## src/rtl/nvx_pkg.sv

```systemverilog
package nvx_pkg;
  typedef enum logic [1:0] {
    OP_WEN_CLR = 2'b00,
    OP_STORE   = 2'b01,
    OP_WEN_SET = 2'b10,
    OP_RECALL  = 2'b11
  } nvx_op_e;

  typedef enum logic [1:0] {
    XS_IDLE   = 2'd0,
    XS_PU_RCL = 2'd1,
    XS_RECALL = 2'd2,
    XS_STORE  = 2'd3
  } nvx_xstate_e;
endpackage

```

## src/rtl/nvx_pin_edge.sv

```systemverilog
module nvx_pin_edge #(
  parameter int SYNC_STAGES = 2
) (
  input  logic clk,
  input  logic por,
  input  logic pin_n_i,
  output logic fall_o
);
  // sh_q[SYNC_STAGES-1] is the synchronized level; sh_q[SYNC_STAGES] is its previous value
  logic [SYNC_STAGES:0] sh_q;
  logic                 fall_q;

  always_ff @(posedge clk) begin
    if (por) begin
      sh_q   <= '1;
      fall_q <= 1'b0;
    end else begin
      sh_q   <= {sh_q[SYNC_STAGES-1:0], pin_n_i};
      fall_q <= sh_q[SYNC_STAGES] & ~sh_q[SYNC_STAGES-1];
    end
  end

  assign fall_o = fall_q;

  // a level held low produces a single one-cycle pulse
  a_r11_single_pulse: assert property (@(posedge clk) disable iff (por)
    fall_q |=> !fall_q);
endmodule

```

## src/rtl/nvx_xfer_seq.sv

```systemverilog
module nvx_xfer_seq
  import nvx_pkg::*;
#(
  parameter int STO_CYCLES = 50000,
  parameter int RCL_CYCLES = 20
) (
  input  logic       clk,
  input  logic       por,
  input  logic       cmd_valid,
  input  logic [1:0] cmd_op,
  input  logic       hw_store_fall,
  input  logic       hw_recall_fall,
  input  logic       we_i,
  input  logic       rcl_i,
  output logic       busy_o,
  output logic       wen_set_o,
  output logic       wen_clr_o,
  output logic       store_done_o,
  output logic       recall_done_o,
  output logic       pu_done_o
);
  localparam int MAXC = (STO_CYCLES > RCL_CYCLES) ? STO_CYCLES : RCL_CYCLES;
  localparam int CW   = $clog2(MAXC + 1);

  nvx_xstate_e   state_q;
  logic [CW-1:0] cnt_q;
  logic          idle, sw_rcl, sw_sto, hw_ok, rcl_req, sto_req;

  assign idle    = (state_q == XS_IDLE);
  assign sw_rcl  = cmd_valid && (nvx_op_e'(cmd_op) == OP_RECALL);
  assign sw_sto  = cmd_valid && (nvx_op_e'(cmd_op) == OP_STORE);
  assign hw_ok   = !cmd_valid;
  assign rcl_req = idle && (sw_rcl || (hw_ok && hw_recall_fall));
  assign sto_req = idle && !rcl_req && we_i && rcl_i &&
                   (sw_sto || (hw_ok && hw_store_fall));

  assign wen_set_o = idle && cmd_valid && (nvx_op_e'(cmd_op) == OP_WEN_SET);
  assign wen_clr_o = idle && cmd_valid && (nvx_op_e'(cmd_op) == OP_WEN_CLR);

  assign store_done_o  = (state_q == XS_STORE)  && (cnt_q == '0);
  assign recall_done_o = (state_q == XS_RECALL) && (cnt_q == '0);
  assign pu_done_o     = (state_q == XS_PU_RCL) && (cnt_q == '0);
  assign busy_o        = !idle;

  always_ff @(posedge clk) begin
    if (por) begin
      state_q <= XS_PU_RCL;
      cnt_q   <= CW'(RCL_CYCLES - 1);
    end else if (idle) begin
      if (rcl_req) begin
        state_q <= XS_RECALL;
        cnt_q   <= CW'(RCL_CYCLES - 1);
      end else if (sto_req) begin
        state_q <= XS_STORE;
        cnt_q   <= CW'(STO_CYCLES - 1);
      end
    end else if (cnt_q == '0) begin
      state_q <= XS_IDLE;
    end else begin
      cnt_q <= cnt_q - 1'b1;
    end
  end

  // entry into a store only with both guards set one cycle earlier
  a_r5_store_guarded: assert property (@(posedge clk) disable iff (por)
    (state_q == XS_STORE && $past(state_q) == XS_IDLE) |-> $past(we_i && rcl_i));
  // an unfinished transfer keeps its kind
  a_r7_no_preempt: assert property (@(posedge clk) disable iff (por)
    (!idle && cnt_q != '0) |=> (state_q == $past(state_q)));
  // the automatic recall is only ever entered from reset
  a_r2_pu_from_reset: assert property (@(posedge clk) disable iff (por)
    (state_q == XS_PU_RCL) |-> ($past(state_q) == XS_PU_RCL));
endmodule

```

## src/rtl/nvx_guard_latches.sv

```systemverilog
module nvx_guard_latches (
  input  logic clk,
  input  logic por,
  input  logic wen_set_i,
  input  logic wen_clr_i,
  input  logic store_done_i,
  input  logic recall_done_i,
  input  logic busy_i,
  output logic we_o,
  output logic rcl_o,
  output logic wr_ok_o
);
  logic we_q, rcl_q;

  always_ff @(posedge clk) begin
    if (por) begin
      we_q  <= 1'b0;
      rcl_q <= 1'b0;
    end else begin
      if (store_done_i)   we_q <= 1'b0;
      else if (wen_set_i) we_q <= 1'b1;
      else if (wen_clr_i) we_q <= 1'b0;
      if (recall_done_i)  rcl_q <= 1'b1;
    end
  end

  assign we_o    = we_q;
  assign rcl_o   = rcl_q;
  assign wr_ok_o = we_q & rcl_q & ~busy_i;

  // a finished store leaves writes disabled
  a_r6_store_drops_wen: assert property (@(posedge clk) disable iff (por)
    store_done_i |=> !we_q);
  // enable command takes effect on the next cycle
  a_r8_wen_set: assert property (@(posedge clk) disable iff (por)
    wen_set_i |=> we_q);
  // a deliberate recall leaves the recall flag set
  a_r3_rcl_sets: assert property (@(posedge clk) disable iff (por)
    recall_done_i |=> rcl_q);
endmodule

```

## src/rtl/nvx_store_ctrl.sv

```systemverilog
module nvx_store_ctrl
  import nvx_pkg::*;
#(
  parameter int WORDS       = 16,
  parameter int WIDTH       = 16,
  parameter int STO_CYCLES  = 50000,
  parameter int RCL_CYCLES  = 20,
  parameter int SYNC_STAGES = 2,
  parameter logic [WORDS*WIDTH-1:0] NV_INIT = '0,
  localparam int AW   = $clog2(WORDS),
  localparam int BITS = WORDS * WIDTH
) (
  input  logic             clk,
  input  logic             por,
  input  logic             cmd_valid,
  input  logic [1:0]       cmd_op,
  input  logic             store_n,
  input  logic             recall_n,
  input  logic             ram_wr_en,
  input  logic [AW-1:0]    ram_wr_addr,
  input  logic [WIDTH-1:0] ram_wr_data,
  input  logic [AW-1:0]    ram_rd_addr,
  output logic [WIDTH-1:0] ram_rd_data,
  output logic             busy,
  output logic             wr_ok,
  output logic             wen_state,
  output logic             rcl_state
);
  localparam int NPINS = 2;  // index 0 = store, 1 = recall

  logic [NPINS-1:0] pin_n, pin_fall;
  logic wen_set, wen_clr, store_done, recall_done, pu_done;

  assign pin_n = {recall_n, store_n};

  for (genvar g = 0; g < NPINS; g++) begin : g_pin
    nvx_pin_edge #(.SYNC_STAGES(SYNC_STAGES)) u_edge (
      .clk     (clk),
      .por     (por),
      .pin_n_i (pin_n[g]),
      .fall_o  (pin_fall[g])
    );
  end

  nvx_xfer_seq #(.STO_CYCLES(STO_CYCLES), .RCL_CYCLES(RCL_CYCLES)) u_seq (
    .clk            (clk),
    .por            (por),
    .cmd_valid      (cmd_valid),
    .cmd_op         (cmd_op),
    .hw_store_fall  (pin_fall[0]),
    .hw_recall_fall (pin_fall[1]),
    .we_i           (wen_state),
    .rcl_i          (rcl_state),
    .busy_o         (busy),
    .wen_set_o      (wen_set),
    .wen_clr_o      (wen_clr),
    .store_done_o   (store_done),
    .recall_done_o  (recall_done),
    .pu_done_o      (pu_done)
  );

  nvx_guard_latches u_guard (
    .clk           (clk),
    .por           (por),
    .wen_set_i     (wen_set),
    .wen_clr_i     (wen_clr),
    .store_done_i  (store_done),
    .recall_done_i (recall_done),
    .busy_i        (busy),
    .we_o          (wen_state),
    .rcl_o         (rcl_state),
    .wr_ok_o       (wr_ok)
  );

  // Flat images so each transfer is a single-cycle bulk copy; nv_q is not reset
  logic [BITS-1:0] ram_q = '0;
  logic [BITS-1:0] nv_q  = NV_INIT;

  always_ff @(posedge clk) begin
    if (recall_done || pu_done)
      ram_q <= nv_q;
    else if (ram_wr_en && wr_ok)
      ram_q[ram_wr_addr*WIDTH +: WIDTH] <= ram_wr_data;
  end

  always_ff @(posedge clk) begin
    if (store_done) nv_q <= ram_q;
  end

  always_ff @(posedge clk) begin
    ram_rd_data <= ram_q[ram_rd_addr*WIDTH +: WIDTH];
  end

  // a refused write leaves the volatile image untouched
  a_r8_locked_write: assert property (@(posedge clk) disable iff (por)
    (ram_wr_en && !wr_ok && !recall_done && !pu_done) |=> $stable(ram_q));
  // nonvolatile image changes only through a completed store
  a_r5_nv_only_by_store: assert property (@(posedge clk) disable iff (por)
    !store_done |=> $stable(nv_q));
  // automatic recall never sets the recall flag
  a_r2_pu_keeps_flag: assert property (@(posedge clk) disable iff (por)
    (pu_done && !rcl_state) |=> !rcl_state);
endmodule

```

## config.mk

```make
export PLATFORM = sky130hd
export DESIGN_NAME = nvx_store_ctrl
export DESIGN_NICKNAME = d
export VERILOG_FILES = /design/src/rtl/nvx_pkg.sv /design/src/rtl/nvx_pin_edge.sv /design/src/rtl/nvx_xfer_seq.sv /design/src/rtl/nvx_guard_latches.sv /design/src/rtl/nvx_store_ctrl.sv
export SDC_FILE = /design/constraint.sdc
export NUM_CORES = 1
export LEC_CHECK = 0
export ABC_AREA = 1
export BUFFER_PORTS_ARGS = -buffer_cell sky130_fd_sc_hd__clkbuf_2
export CAP_MARGIN = 10
export CORE_ASPECT_RATIO = 1.75
export CORE_MARGIN = 2
export CORE_UTILIZATION = 50
export CTS_BUF_LIST = sky130_fd_sc_hd__clkbuf_8
export DETAILED_ROUTE_END_ITERATION = 6
export PLACE_DENSITY = 0.68
export SYNTH_ARGS = -nofsm -noshare
export SYNTH_HDL_FRONTEND = slang
export SYNTH_SLANG_ARGS = --single-unit
```

## constraint.sdc

```tcl
create_clock -name clk -period 28.5 [get_ports clk]
set_input_delay 0 -clock clk [delete_from_list [all_inputs] [get_ports clk]]
set_output_delay 0 -clock clk [all_outputs]
set_load 0.05 [all_outputs]
```

* Word-level counts from Yosys, hierarchy flattened *
Index checks and enable logic that the tools add are counted.

storage, ports and cells
  flip-flop bits (word level) = 556
  word-level logic and storage cells = 74
  input bits = 32

cells by class
  shifts and indexed selects = 3
  mux-type cells = 13
  bitwise operators = 6
  $add $sub $neg = 2
  equal/unequal tests = 8
  reduce and logical (&&, ||, !) cells = 31

operator list
  operator                                                                    number
  256-bit two-way mux                                                         2
  256-bit bitwise mux                                                         1
  16-bit by 34-bit variable shift with 256-bit output (first input constant)  1
  16-bit by 34-bit variable part select with 256-bit output                   1
  256-bit by 9-bit variable part select with 16-bit output                    1
  16-bit two-way mux                                                          4
  8-bit negator with 34-bit output                                            1
  1-bit logical AND                                                           16
  16-bit logical NOT                                                          1
  16-bit by 1-bit subtractor with 16-bit output (second input constant)       1
  2-bit == test (second input constant)                                       4
  2-bit two-way mux                                                           4
  2-bit nonzero test                                                          3
  1-bit AND                                                                   4
  2-bit by 1-bit == test with 1-bit output (second input constant)            2
  2-bit logical NOT                                                           2
  2-bit AND reduction                                                         2
  1-bit logical NOT                                                           3
  1-bit logical OR                                                            3
  3-bit inequality test (second input constant)                               1
  1-bit two-way mux                                                           2
  2-bit by 1-bit inequality test with 1-bit output (second input constant)    1
  1-bit inverter                                                              2
  2-bit OR reduction                                                          1

* Longest topological paths before layout *
Gate-level depths: netlist (run 1).

  word-level depth = 12
  mapped depth = 13

* Hierarchy *
From an unflattened synthesis (run 1), not the netlist that was laid out.

second synthesis, totals
  cells, all modules = 2356
  area, all modules = 24435.9 µm²

modules (own cells, without submodules)
  module             times used  seq. area each (µm²)  area an instance (µm²)  cells an instance
  nvx_store_ctrl     1           15695.1               22925.7                 2122
  nvx_xfer_seq       1           360.3                 1203.7                  201
  nvx_pin_edge       2           80.1                  110.1                   10
  nvx_guard_latches  1           40.0                  86.3                    13

* Least setup slack after synthesis (run 1) *
OpenSTA, ideal clock, no wires.

  kind = flip-flop to flip-flop
  from = register u_seq.cnt_q[0]
  to = register nv_q[0] (enable)
  arrival time = 24980 ps
  path slack = 2019 ps
  library setup time = 1500 ps
  required time = 27000 ps
  stages on the path, launching flop included = 7
  path through = dfxtp_1 -> inv_1 -> ha_1 -> nand2_2 -> nor2_2 -> nand3_1 -> nor4_1

between the ends
  cells in the longest elaborated chain, start to end = 2

RTL lines
  element                   RTL line              RTL
  start: declaration        nvx_xfer_seq.sv:26    logic [CW-1:0] cnt_q;
  start signal: assignment  nvx_xfer_seq.sv:48    cnt_q <= CW'(RCL_CYCLES - 1);
  start signal: assignment  nvx_xfer_seq.sv:52    cnt_q <= CW'(RCL_CYCLES - 1);
  start signal: assignment  nvx_xfer_seq.sv:55    cnt_q <= CW'(STO_CYCLES - 1);
  16-bit logical NOT        nvx_xfer_seq.sv:40    assign store_done_o = (state_q == XS_STORE) && (cnt_q == '0);
  1-bit logical AND         nvx_xfer_seq.sv:40
  named net store_done      nvx_store_ctrl.sv:32  logic wen_set, wen_clr, store_done, recall_done, pu_done;
  end signal: assignment    nvx_store_ctrl.sv:87  if (store_done) nv_q <= ram_q;
  end: declaration          nvx_store_ctrl.sv:77  logic [BITS-1:0] nv_q = NV_INIT;

The timed path passes the listed nets, and every way through them passes these cells.
A chain may end at the register's enable or synchronous reset.

* Worst setup path after layout (run 1) *
  from = register u_seq.cnt_q[0]
  to = register ram_q[77] (data pin)

between the ends
  cells in the longest elaborated chain, start to end = 4

RTL lines
  element                               RTL line                                RTL
  16-bit logical NOT (*)                nvx_xfer_seq.sv:41, nvx_xfer_seq.sv:42
  1-bit logical AND (on tied branches)  nvx_xfer_seq.sv:41, nvx_xfer_seq.sv:42
  1-bit logical OR (*)                  nvx_store_ctrl.sv:80                    if (recall_done || pu_done)
  256-bit two-way mux (*)               nvx_store_ctrl.sv:80
  end signal: assignment                nvx_store_ctrl.sv:81                    ram_q <= nv_q;
  end signal: indexed assignment        nvx_store_ctrl.sv:83                    ram_q[ram_wr_addr*WIDTH +: WIDTH] <= ram_wr_data;
  end: declaration                      nvx_store_ctrl.sv:76                    logic [BITS-1:0] ram_q = '0;

Mark *: on every way between the ends. The rest lies on a longest branch, timed or not.

==> reports/metrics.yaml, run 1 <==
outcome: "completed"
hpwlAfterDp_um: 48100
end_kind: "register"
worst-r2r-cell-count: 12
cp_max_fo: 136
yosysMostFrequentCell: "nand2_1"
initial_core_util: 0.5064
fillers: 4223
nets: 2443
clock-sinks: 556
port_buffers: 51
period_share: 0.1307
drive_gt1_frac: 0.09084
r2r-start: "u_seq.cnt_q[0]"
holdCritStartpoint: "ram_wr_data[12]"
path_class: "reg -> reg"
hold_viol: 0
final_max_slew_viol_count: 0
antenna_found_initial: 2
grt_usage: 0.2887
leakagePower_nw: 9.649
fin_util: 0.5554
fp.dieW_um: 171.7
ys_ff_latch: 556
start_kind: "register"
core-area_um2: 48600
die_h_um: 297.5
ys_warn_count: 0
worst-r2r-setup-slack_ps: 24770
synth_edf_count: 512
path_clk_slew_ps: 70
finalSetupTns_ps: 0
required_ps: 29030
synth_cell_types: 39
rsz0062_at_grt: "no"
viasPerCell: 5.934
yosysTopAreaCell: "edfxtp_1"
cts_buffers: 81
wl_um: 73540
hold_class: "in -> reg"
worstHoldPathCells: 5
std_cell_rows: 107
pwr_density_cell_nw_per_um2: 60.49
synth_area_leaders: "edfxtp_1 62%, nand2_1 8.7%, nand3_1 6.4%"
max_freq_mhz: 268.4
synth_ff_type: "edfxtp_1"
ctsLongestPathBuffers: 3
vdd_drop_max_mv: 0.04003
period_minus_slack_ps: 3726
startpoint: "u_seq.cnt_q[0]"
worstPathArrival_ps: 4260
drt-initial-drc-count: 2568
via_count: 18585
grt_first_pass_wirelength_um: 109200
slew-limit-headroom: 0.1058
insertion_delay_ps: 670
mappedNetlistNets: 2421
cts_tree: "yes"
io_pins: 52
firstDrtPassIters: 5
grt_pass1_vias: 17887
drcViolationCount: 0
synth_top_area_frac: 0.6247
cts_root_buf: "clkbuf_8"
clock_skew_ps: 33.78
netlist_instances: 2386
grt-ovfl-total: 0
wire_per_inst_um: 23.48
avgSynthCellArea_um2: 10.31
grt_max_degree: 183
netlist_top_cells_count: "570 x nand2_1, 512 x edfxtp_1, 314 x nand3_1"
total_power_mw: 1.633
h-tree-depth: 3
cap_violations: 0
worstHoldEndpoint: "ram_q[12]"
place.gp.congestion: 0.9430
reg2reg_to: "ram_q[77]"
yosysSeqAreaShare: 0.6605
synthToLayoutAreaGrowth_pct: 9.675
dieArea_um2: 51080
finalSetupViolations: 0
syn_area_um2: 24610
synth-async-reset-ratio: 0
worstMarginPinSlew_ps: 1341
postRouteAntennaNets: 0
==> registers in the layout (all words and copies together), names as in the netlist <==
register and cells:
nv_q 256, ram_q 256, ram_rd_data 16, u_seq.cnt_q 16
g_pin.u_edge.sh_q 6, g_pin.u_edge.fall_o 2, u_seq.state_q 2, u_guard.rcl_o 1
u_guard.we_o 1
==> kinds of logic after synthesis <==
kind of cell | Yosys count | share of synthesized area
AND/OR/NAND/NOR | 1271 | 0.2210
flip-flops | 556 | 0.6605
AO/OA/AOI/OAI | 284 | 0.06559
buffers and inverters | 267 | 0.04932
XOR/XNOR | 5 | 0.002085
adder cells (fa/ha/maj) | 3 | 0.001525
==> metal layers <==
| layer | vias to the layer above | share of wire | track usage |
|---|---|---|---|
| met5 | - | 0.00018 | 0 |
| met4 | 2 | 0.050 | 0.1348 |
| met3 | 184 | 0.087 | 0.04976 |
| met2 | 1070 | 0.48 | 0.4679 |
| met1 | 9012 | 0.38 | 0.3774 |
| li1 | 8317 | - | - |
==> area by class of cell <==
cell class	count	area (um2)	area share
Sequential cell	556	16260	0.6023
Multi-Input combinational cell	1563	7271	0.2694
Clock buffer	84	1156	0.04283
Tap cell	654	818.3	0.03032
Timing Repair Buffer	96	670.6	0.02485
Inverter	110	422.9	0.01567
Clock inverter	68	394.1	0.01460
Antenna cell	1	2.502	0.00009271
==> stage by stage <==
step	area (um2)	cells	hold WS (ps)	setup slack, ps
CTS	26990	3131	2.968	24810
global placement	25200	2955	190.1	24430
finish	26990	3132	37.77	24770
global route	26990	3132	49.99	24490
detailed placement	25200	2955	191.7	24300
floorplan	24610	2386	103.8	2019
==> cell usage in the layout, fill, tap and decap left out, types with 4 or more instances in the layout <==
cell type	Yosys	routed
nand2_1	570	569
edfxtp_1	512	512
nand3_1	314	314
nor2_1	282	282
o21ai_0	169	164
inv_1	104	137
clkbuf_8	0	84
o211ai_1	67	67
nor3_1	66	66
clkbuf_2	0	49
dfxtp_1	44	44
o21ai_1	24	26
dlygate4sd3_1	0	24
buf_4	17	22
clkinv_1	1	18
a21oi_1	14	14
clkinv_2	0	8
nor2_4	7	7
or2_2	7	7
nor2_2	6	6
o31ai_4	0	6
inv_2	5	4
nand2_2	3	4
inv_6	0	4
bufinv_16	0	4
==> where the power goes <==
group          switching [mW]  internal [mW]
sequential            0.00362          0.886
combinational          0.0837         0.0225
clock                   0.324          0.313
==> worst max-delay path: stages, from the launching register on <==
cell     delay, ps
dfxtp_1        310
inv_1          100
ha_1           290
nand2_2        130
nor2_1         180
nand2_1        120
inv_2          110
o21ai_4         50
buf_4          290
inv_8          650
buf_4          920
nand2_1        150
nand2_1        120
==> timing repair <==
item | 4_1_cts | 5_1_grt
hold buffers | 24 | 0
buffers inserted | 0 | 0
gates resized for setup | 0 | 0
endpoints found under the hold margin | 42 | 0
setup endpoints to repair | 0 | 0
==> worst max path at each step <==
stage / end / slack, ps / depth (start not counted)
floorplan: nv_q[0] / 2020 / 6
global placement: ram_q[208] / 24430 / 10
detailed placement: ram_q[212] / 24300 / 10
CTS: ram_q[100] / 24810 / 5
global route: ram_q[12] / 24490 / 12
finish: ram_q[77] / 24770 / 12
No activity file was read; power rests on OpenSTA's default activity.
==> inputs of run 2 (changes only) <==
==> constraint.sdc (replaced) <==
create_clock -name clk -period 3.1 [get_ports clk]
set_input_delay 0 -clock clk [delete_from_list [all_inputs] [get_ports clk]]
set_output_delay 0 -clock clk [all_outputs]
set_load 0.05 [all_outputs]
==> reports/metrics.yaml, run 2 (synthesis gave the netlist of run 1 again) <==
antenna_found_initial: 1  # -1
place.gp.congestion: 0.9432  # about the same
worstHoldEndpoint: "ram_q[31]"
worst-r2r-setup-slack_ps: 330  # -24,440 ps
die_h_um: 297.5  # unchanged
clock-sinks: 556  # unchanged
path_buf_inv: 4  # -1
initial_core_util: 0.5064  # unchanged
max_freq_mhz: 361.4  # +35%
total_power_mw: 14.79  # +810%
insertion_delay_ps: 660  # about the same
worst-r2r-cell-count: 11  # -1
cp_top_family: "buffers and inverters"
synthToLayoutAreaGrowth_pct: 11.41
share_comb_of_total_power: 0.069  # +0.004
cpMostUsedCell: "nand2_1"
drt-initial-drc-count: 2304  # -10%
end_kind: "register"
port_buffers: 51  # unchanged
wl_um: 72360  # -1.6%
io_pins: 52  # unchanged
final_common_cell: "nand2_1"
clockPowerShare: 0.378  # -0.012
path_class: "reg -> reg"
ctsLongestPathBuffers: 3  # unchanged
rsz0062_at_grt: "no"
via_count: 18650  # +0.35%
cp_max_fo: 18  # -87%
leakagePower_nw: 9.897  # +2.6%
grt_max_degree: 102  # -44%
h-tree-depth: 3  # unchanged
reg2reg_to: "u_seq.cnt_q[9]"
critPathSlowestCell: "dlygate4sd3_1"
std_cell_rows: 107  # unchanged
switching_share: 0.2460  # -0.005969
worstMarginPinSlew_ps: 1234  # -107.4 ps
r2r-start: "u_seq.state_q[1]"
finalWorstSetupSlack_ps: 333.0  # -24,440 ps
clock_skew_ps: 26.30  # -7.485 ps
holdCritStartpoint: "ram_wr_data[15]"
hold_buffers: 20  # -17%
core-area_um2: 48600  # unchanged
biggestRegsByFlops: "nv_q x256, ram_q x256"
worstHoldPathCells: 5  # unchanged
cap_violations: 0  # unchanged
required_ps: 3630  # -25,400 ps
outcome: "completed"
final_max_slew_viol_count: 0  # unchanged
grt_usage: 0.2880  # -0.0007449
viasPerCell: 5.872  # -1.0%
grt_pass1_vias: 18230  # +1.9%
finalSetupViolations: 0  # unchanged
slew-limit-headroom: 0.1774  # +0.07159
cts_buffers: 83  # +2.5%
worstPathArrival_ps: 3300  # -960 ps
hold_viol: 0  # unchanged
mostFrequentLayoutCells: "569 x nand2_1, 512 x edfxtp_1, 313 x nand3_1, 282 x nor2_1, 164 x o21ai_0"
postRouteAntennaNets: 0  # unchanged
nets: 2506  # +2.6%
firstDrtPassIters: 6  # +1
drive_gt1_frac: 0.1142  # +0.02340
start_kind: "register"
hold_class: "in -> reg"
hpwlAfterDp_um: 50180  # +4.3%
pwr_density_cell_nw_per_um2: 539.3  # +790%
seqPwrFrac: 0.553  # +0.008
period_minus_slack_ps: 2767  # -959.2 ps
cts_tree: "yes"
cts_root_buf: "clkbuf_8"
period_share: 0.8926  # +0.7618
path_cells: "inv_1, nand2_1, nor2_2, buf_4, nand3_1, dlygate4sd3_1, nand2_1, inv_1, nand2_1, o21ai_0, nor2_1"
postCtsResizedCells: 0  # unchanged
wire_per_inst_um: 22.78  # -3.0%
fp.dieW_um: 171.7  # unchanged
grt_first_pass_wirelength_um: 110200  # +0.95%
cts_setup_buffers: 0  # unchanged
grt-ovfl-total: 0  # unchanged
p_switching_mw: 3.638  # +780%
dieArea_um2: 51080  # unchanged
drcViolationCount: 0  # unchanged
dp_slack_ps: 545.5  # -23,750 ps
vdd_drop_max_mv: 0.3391  # +750%
crit_path_max_incr_delay_ps: 570  # -350 ps
intPower_mw: 11.15  # +810%
path_clk_slew_ps: 70  # about the same
==> run 2: changes by cell type in the layout (fill, tap and decap cells not counted), sizes merged <==
| cell | delta |
|---|---|
| buf | +65 |
| clkinv | -11 |
| inv | -9 |
| clkbuf | +4 |
| dlygate4sd3 | -4 |
| bufinv | -2 |
| clkinvlp | +1 |
==> run 2: worst register-to-register path, delay by kind of cell (launching register included) <==
kind / cells / cell delay, ps
buf+inv: 4 / 1040
compound gates: 1 / 330
simple gates: 6 / 890
flops: 1 / 400
==> run 2: how the worst max path moves through the flow <==
| stage | cells after the start | slack [ps] | start | to |
|---|---|---|---|---|
| 6_report | 11 | 330 | u_seq.state_q[1] | u_seq.cnt_q[9] |
| 5_1_grt | 11 | 20 | u_seq.state_q[1] | u_seq.cnt_q[14] |
| 4_1_cts | 11 | 400 | u_seq.state_q[1] | u_seq.cnt_q[0] |
| 3_5_place_dp | 5 | 550 | u_seq.state_q[1] | ram_q[101] |
| 3_3_place_gp | 5 | 620 | u_seq.state_q[1] | ram_q[101] |
| 2_1_floorplan | 6 | -6360 | u_seq.cnt_q[0] | nv_q[0] |
==> run 2: through the flow <==
step | hold slack [ps] | cells | setup TNS, ps | util | cell area (um2)
final | 52.38 | 3176 | 0 | 0.5642 | 27420
after global routing | 65.73 | 3176 | 0 | 0.5642 | 27420
after CTS | 1.120 | 3175 | 0 | 0.5641 | 27420
after detailed placement | 199.4 | 3020 | 0 | 0.5301 | 25760
after global placement | 186.6 | 3020 | 0 | 0.5301 | 25760
after floorplan | 103.8 | 2386 | -1630750 | - | 24690
==> run 2: layout make-up <==
cell class / count / area, um2
well taps: 654 / 818.3
diodes: 1 / 2.502
clock buffers: 88 / 1211
clock inverters: 47 / 241.5
multi-input cells: 1563 / 7286
inverters: 110 / 422.9
fillers: 4229 / 21180
flip-flops and latches: 556 / 16260
repair buffers: 157 / 1181
==> run 2: routing by layer <==
| layer | wire length, um | part of all wire | up-vias | GRT usage |
|---|---|---|---|---|
| met5 | 0 | 0 | - | 0 |
| met4 | 2341 | 0.032 | 0 | 0.09948 |
| met3 | 6163 | 0.085 | 158 | 0.05082 |
| met2 | 34790 | 0.48 | 1018 | 0.4652 |
| met1 | 29060 | 0.40 | 9036 | 0.3925 |
| li1 | - | - | 8438 | - |
==> run 2: power by group through the flow <==
| stage | Clock (mW) | Combinational [mW] | Sequential [mW] |
|---|---|---|---|
| final | 5.59 | 1.02 | 8.18 |
| after global routing | 5.94 | 1.08 | 8.18 |
| after CTS | 5.66 | 1.00 | 8.18 |
| after detailed placement | 0 | 0.980 | 8.34 |
| after global placement | 0 | 0.970 | 8.34 |
| after floorplan | 0 | 0.550 | 8.40 |
